`config.mk`:
```
export PLATFORM = sky130hd
export DESIGN_NAME = iommu_bypass_ctl
export DESIGN_NICKNAME = d
export VERILOG_FILES = /design/src/rtl/iommu_bypass_ctl_pkg.sv /design/src/rtl/iommu_bypass_ctl_decode.sv /design/src/rtl/iommu_bypass_ctl_store.sv /design/src/rtl/iommu_bypass_ctl_readback.sv /design/src/rtl/iommu_bypass_ctl_decide.sv /design/src/rtl/iommu_bypass_ctl.sv
export SDC_FILE = /design/constraint.sdc
export NUM_CORES = 1
export LEC_CHECK = 0
export ABC_CLOCK_PERIOD_IN_PS = 2009
export BUFFER_PORTS_ARGS = -buffer_cell sky130_fd_sc_hd__buf_4
export CAP_MARGIN = 0
export CORE_ASPECT_RATIO = 0.75
export CORE_MARGIN = 8
export CORE_UTILIZATION = 51
export CTS_BUF_LIST = sky130_fd_sc_hd__clkbuf_4
export DETAILED_ROUTE_END_ITERATION = 8
export PLACE_DENSITY = 0.85
export SYNTH_ARGS = -nofsm -noshare
export SYNTH_HDL_FRONTEND = slang
export SYNTH_SLANG_ARGS = --single-unit
```
`constraint.sdc`:
```
create_clock -name clk -period 2.01 [get_ports clk]
set_clock_uncertainty 0.1 [all_clocks]
set_input_delay 0.201 -clock clk [delete_from_list [all_inputs] [get_ports clk]]
set_output_delay 0.201 -clock clk [all_outputs]
set_load 0.01 [all_outputs]
```
`src/rtl/iommu_bypass_ctl_pkg.sv`:
```
package iommu_bypass_ctl_pkg;

    localparam int unsigned WORD_W     = 32;
    localparam int unsigned HALT_BIT   = 20;
    localparam int unsigned COMMIT_BIT = 31;
    localparam logic [WORD_W-1:0] WORD_RESET = 32'h0000_1000;

    typedef enum logic [1:0] {
        ROUTE_TRANSLATE = 2'd0,
        ROUTE_BYPASS    = 2'd1,
        ROUTE_ABORT     = 2'd2
    } route_e;

    typedef struct packed {
        logic   valid;
        route_e route;
    } verdict_t;

    typedef struct packed {
        logic              valid;
        logic [WORD_W-1:0] data;
    } rd_resp_t;

    function automatic logic carries_commit(input logic [WORD_W-1:0] w);
        return w[COMMIT_BIT];
    endfunction

    function automatic logic [WORD_W-1:0] strip_commit(input logic [WORD_W-1:0] w);
        logic [WORD_W-1:0] r;
        r = w;
        r[COMMIT_BIT] = 1'b0;
        return r;
    endfunction

    function automatic route_e pick_route(input logic xlate, input logic halt);
        if (xlate)     return ROUTE_TRANSLATE;
        else if (halt) return ROUTE_ABORT;
        else           return ROUTE_BYPASS;
    endfunction

endpackage

```
`src/rtl/iommu_bypass_ctl_decode.sv`:
```
module iommu_bypass_ctl_decode #(
    parameter int unsigned ADDR_W     = 12,
    parameter logic [ADDR_W-1:0] REG_OFFSET = 12'h044
) (
    input  logic [ADDR_W-1:0] addr,
    input  logic              wr_en,
    input  logic              rd_en,
    output logic              wr_hit,
    output logic              rd_hit
);
    logic match;

    always_comb begin
        match  = (addr == REG_OFFSET);
        wr_hit = wr_en & match;
        rd_hit = rd_en & match;
    end
endmodule

```
`src/rtl/iommu_bypass_ctl_store.sv`:
```
module iommu_bypass_ctl_store
    import iommu_bypass_ctl_pkg::*;
(
    input  logic              clk,
    input  logic              rst,
    input  logic              wr_hit,
    input  logic [WORD_W-1:0] wdata,
    output logic [WORD_W-1:0] word_q
);
    logic              take;
    logic [WORD_W-1:0] word_d;

    always_comb begin
        take   = wr_hit & carries_commit(wdata);
        word_d = take ? strip_commit(wdata) : word_q;
    end

    always_ff @(posedge clk) begin
        if (rst) word_q <= WORD_RESET;
        else     word_q <= word_d;
    end
endmodule

```
`src/rtl/iommu_bypass_ctl_readback.sv`:
```
module iommu_bypass_ctl_readback
    import iommu_bypass_ctl_pkg::*;
(
    input  logic              clk,
    input  logic              rst,
    input  logic              rd_en,
    input  logic              rd_hit,
    input  logic [WORD_W-1:0] word_q,
    output rd_resp_t          resp_q
);
    rd_resp_t resp_d;

    always_comb begin
        resp_d.valid = rd_en;
        resp_d.data  = rd_hit ? word_q : '0;
    end

    always_ff @(posedge clk) begin
        if (rst) resp_q <= '0;
        else     resp_q <= resp_d;
    end
endmodule

```
`src/rtl/iommu_bypass_ctl_decide.sv`:
```
module iommu_bypass_ctl_decide
    import iommu_bypass_ctl_pkg::*;
(
    input  logic     clk,
    input  logic     rst,
    input  logic     req,
    input  logic     xlate_on,
    input  logic     halt,
    output verdict_t verdict_q
);
    verdict_t verdict_d;

    always_comb begin
        verdict_d.valid = req;
        verdict_d.route = req ? pick_route(xlate_on, halt) : ROUTE_TRANSLATE;
    end

    always_ff @(posedge clk) begin
        if (rst) verdict_q <= '{valid: 1'b0, route: ROUTE_TRANSLATE};
        else     verdict_q <= verdict_d;
    end
endmodule

```
`src/rtl/iommu_bypass_ctl.sv`:
```
module iommu_bypass_ctl
    import iommu_bypass_ctl_pkg::*;
#(
    parameter int unsigned ADDR_W = 12,
    parameter logic [ADDR_W-1:0] REG_OFFSET = 12'h044
) (
    input  logic              clk,
    input  logic              rst,
    input  logic              reg_wr_en,
    input  logic              reg_rd_en,
    input  logic [ADDR_W-1:0] reg_addr,
    input  logic [31:0]       reg_wdata,
    output logic [31:0]       reg_rdata,
    output logic              reg_rvalid,
    input  logic              xlate_on,
    input  logic              txn_req,
    output logic              txn_resp_valid,
    output logic [1:0]        txn_resp_route
);
    logic              wr_hit;
    logic              rd_hit;
    logic [WORD_W-1:0] cfg_q;
    rd_resp_t          rd_resp;
    verdict_t          verdict;

    iommu_bypass_ctl_decode #(
        .ADDR_W     (ADDR_W),
        .REG_OFFSET (REG_OFFSET)
    ) u_decode (
        .addr   (reg_addr),
        .wr_en  (reg_wr_en),
        .rd_en  (reg_rd_en),
        .wr_hit (wr_hit),
        .rd_hit (rd_hit)
    );

    iommu_bypass_ctl_store u_store (
        .clk    (clk),
        .rst    (rst),
        .wr_hit (wr_hit),
        .wdata  (reg_wdata),
        .word_q (cfg_q)
    );

    iommu_bypass_ctl_readback u_readback (
        .clk    (clk),
        .rst    (rst),
        .rd_en  (reg_rd_en),
        .rd_hit (rd_hit),
        .word_q (cfg_q),
        .resp_q (rd_resp)
    );

    iommu_bypass_ctl_decide u_decide (
        .clk       (clk),
        .rst       (rst),
        .req       (txn_req),
        .xlate_on  (xlate_on),
        .halt      (cfg_q[HALT_BIT]),
        .verdict_q (verdict)
    );

    assign reg_rdata      = rd_resp.data;
    assign reg_rvalid     = rd_resp.valid;
    assign txn_resp_valid = verdict.valid;
    assign txn_resp_route = verdict.route;
endmodule

```
# --- After elaboration in Yosys (flattened, before gate mapping) ---
# Index checks and enable logic that the tools add are counted.
word_totals:
  word_cells: 14
  register_bits: 66
  output_inout_bits: 36
  input_bits: 50
op_classes:
  reduce_logical: 2
  eq_ne: 1
  muxes: 1
  n_bitwise: 5
op_table:
  columns: ["cell", "count"]
  rows:
  - ["12-bit by 7-bit == test with 1-bit output, second input constant", 1]
  - ["1-bit bitwise AND", 3]
  - ["3-bit OR reduction", 1]
  - ["2-bit two-way mux", 1]
  - ["1-bit inverter", 2]
  - ["2-bit OR reduction", 1]

# --- Longest topological paths before layout ---
depth:
  word_depth: 4
  mapped_depth: 5

# --- Modules after synthesis ---
# A second synthesis with hierarchy kept.
unflattened:
  cells_unflattened: 227
  area_unflattened_um2: 2620.0
by_module_without_submodules:
  columns: ["module", "n_inst", "area_per_inst_um2", "cells_per_inst"]
  rows:
  - ["iommu_bypass_ctl_store", 1, 1478.9, 143]
  - ["iommu_bypass_ctl_readback", 1, 994.7, 72]
  - ["iommu_bypass_ctl_decide", 1, 93.8, 6]
  - ["iommu_bypass_ctl_decode", 1, 52.6, 6]

# --- Least setup slack after synthesis ---
# No wires, ideal clock.
synth_timing:
  path_kind: "input to register"
  start: "in reg_addr[1]"
  end: "reg u_store.word_q[0]"
  setup_ns: 0.072
  arrival_time_ns: 1.541
  required_ns: 1.838
  n_path_buf: 1
  stages: 4
  setup_slack_ns: 0.297
  cell_sequence: "or4_4 nor4_4 buf_6 mux2i_1"
synth_via:
  elab_chain_len: 3
synth_rtl:
  columns: ["item", "line_no", "text"]
  rows:
  - ["start: declaration", "iommu_bypass_ctl.sv:11", "input logic [ADDR_W-1:0] reg_addr,"]
  - ["12-bit by 7-bit == test with 1-bit output", "iommu_bypass_ctl_decode.sv:14", "match = (addr == REG_OFFSET);"]
  - ["1-bit bitwise AND", "iommu_bypass_ctl_decode.sv:15", "wr_hit = wr_en & match;"]
  - ["1-bit bitwise AND", "iommu_bypass_ctl_store.sv:14", "take = wr_hit & carries_commit(wdata);"]
  - ["end signal: assignment", "iommu_bypass_ctl_store.sv:20", "else word_q <= word_d;"]
  - ["end: declaration", "iommu_bypass_ctl_store.sv:8", "output logic [WORD_W-1:0] word_q"]
# Every way passes these cells.
# A chain may end at the register's enable or synchronous reset.

# --- Final worst setup path ---
layout_timing:
  start: "in reg_addr[1]"
  end: "reg u_store.word_q[12]"
# Same word-level chain as after synthesis.

==> results.toml <==
[placed_design]
place_inst = 348
place_congestion = 0.681
port_buffers = 84
place_area_um2 = 3080
detailed_place_hpwl_mm = 3.58
dp_slack_ns = 0.0894

[cts]
cts_buffers = 9
post_cts_resized = 0
path_clk_slew_ns = 0.09
cts_setup_buffers = 0
hold_buffers = 34
h-tree-depth = 3
clock-root-buffer = "clkbuf_4"
clock_sinks = 66
cts_tree = "yes"
clk_latency_ns = 0.40
clockBufferDepth = 2

[sta]
rsz0062_at_grt = "no"
hold_ws_ns = 0.0705
finalSetupViolations = 0
hold_viol = 0
fin_tns_setup_ns = 0
setup_ws_ns = 0.504
drv_slew = 0
fin_crit_ns = 1.51
timing.final.crit_share_pct = 74.9
fmax_ghz = 0.664

[setup_path]
crit_path_max_fanout = 21
slowest_delay_ns = 0.57
crit_family = "simple AND/OR/NAND/NOR gates"
critPathSlowestCell = "or4_4"
cp-start-kind = "input port"
worst-r2r-setup-slack_ns = 1.26
cp.arrival_ns = 1.72
cp_num_buf_inv = 2
path_cells = "buf_4, or4_4, nor4_4, buf_12, mux2i_1"
critPathKind = "in2reg"
critPathCaptureType = "flop"
cp.required_ns = 2.23

[synthesis]
ys_ff_latch = 66
avgSynthCellArea_um2 = 11.2
syn_nets = 265
yosysUniqueCellTypes = 18
syn_area_um2 = 2400
yosysSeqAreaShare_pct = 55.1
synth_cells = 215
yosys_warnings = 0

[floorplan]
die_w_um = 95.2
die_h_um = 75.4
core_um2 = 4490
rows = 21
start_util_pct = 53.4
die_area_um2 = 7170
io_pins = 86

[routing]
drt-initial-drc-count = 77
wl_mm = 5.68
ant_nets = 0
vias_per_cell = 4.67
wire_per_inst_um = 14.3
drc = 0
vias = 1853
drtPass1Iterations = 4

[power_and_ir_drop]
leakagePower_nw = 1.51
total_power_mw = 2.30
power_density_nw_per_um2 = 650
peakVddDrop_v = 0.000528

[finish]
utilization_pct = 78.9
final_cell_area_um2 = 3540
syn2layout_area_growth_pct = 47.9
final_nets = 386
final_cells = 397
antenna_cells = 0
layout-drive-gt1-share_pct = 31.2

[global_routing]
grt_max_degree = 38
grt.total_usage_pct = 16.7
grt_pass1_wl_mm = 8.96
antenna_found_initial = 0
overflow = 0
grt_pass1_vias = 1939

[flow_run]
max_cap_viol_count = 0

[hold_path]
hold_class = "in2reg"

[outcome]
outcome = "finished, final reports clean"
-- cell type report --
type                            count  area (µm²)
Sequential cell                    66        1320
Timing Repair Buffer              124        1030
Multi-Input combinational cell    135        1000
Fill cell                         315         948
Clock buffer                       10        75.1
Tap cell                           57        71.3
Clock inverter                      5        46.3
-- synthesized netlist by cell type --
library cell	count	share of area, %
nor2_1	2	0.31
nor2b_1	2	0.52
dfxtp_1	66	55
buf_6	3	1.4
and2_1	31	8.1
nand4bb_1	1	0.47
or4_4	2	0.94
buf_4	1	0.31
conb_1	1	0.16
and3b_1	1	0.37
mux2i_1	31	13
nor4b_2	1	0.63
nand2_1	1	0.16
nor4_4	1	0.89
nand2b_1	60	16
clkbuf_2	3	0.63
nor3b_1	1	0.31
clkbuf_1	7	1.1
-- registers in the layout (all words and copies together) (netlist names) --
signal / count
u_readback.resp_q: 32
u_store.word_q: 31
u_decide.verdict_q: 3
-- final timing paths --
path	startpoint	cells after the start	endpoint
worst max register to register	u_store.word_q[12]	2	u_store.word_q[12]
worst min register to register	u_store.word_q[3]	1	u_readback.resp_q[3]
worst min-delay path	rst	2	u_readback.resp_q[32]
worst max-delay path	reg_addr[1]	5	u_store.word_q[12]
-- kinds of logic (layout without fill, tap and decap cells) --
logic type             Yosys count  in the layout  synth area share (%)
and+or+nand+nor                103            103                  28.3
buffers and inverters           14            139                  3.44
DFF                             66             66                  55.1
muxes                           31             31                  12.9
other                            1              1                 0.156
-- routing by layer --
layer / GRT usage [%] / wire length (µm) / up-vias
met5: 0 / 0 / -
met4: 6.55 / 78 / 0
met3: 9.06 / 523 / 8
met2: 27.6 / 2750 / 58
met1: 17.7 / 2330 / 860
li1: - / - / 927
-- placed cells by master (no fill, tap or decap), types with 2 or more instances in the layout --
cell type	synthesis	layout
clkinv_1	0	3
buf_4	1	89
or4_4	2	2
mux2i_1	31	31
nor2b_1	2	2
dlygate4sd3_1	0	34
nand2b_1	60	60
and2_1	31	31
nor2_1	2	2
clkbuf_4	0	10
dfxtp_1	66	66
-- power by group --
| group | internal (mW) | total (mW) | switching, mW |
|---|---|---|---|
| logic | 0.137 | 0.195 | 0.0582 |
| registers | 1.31 | 1.31 | 0.00121 |
| clock network | 0.373 | 0.799 | 0.426 |
| total | 1.82 | 2.30 | 0.485 |
Power figures use the tool's default switching activity.
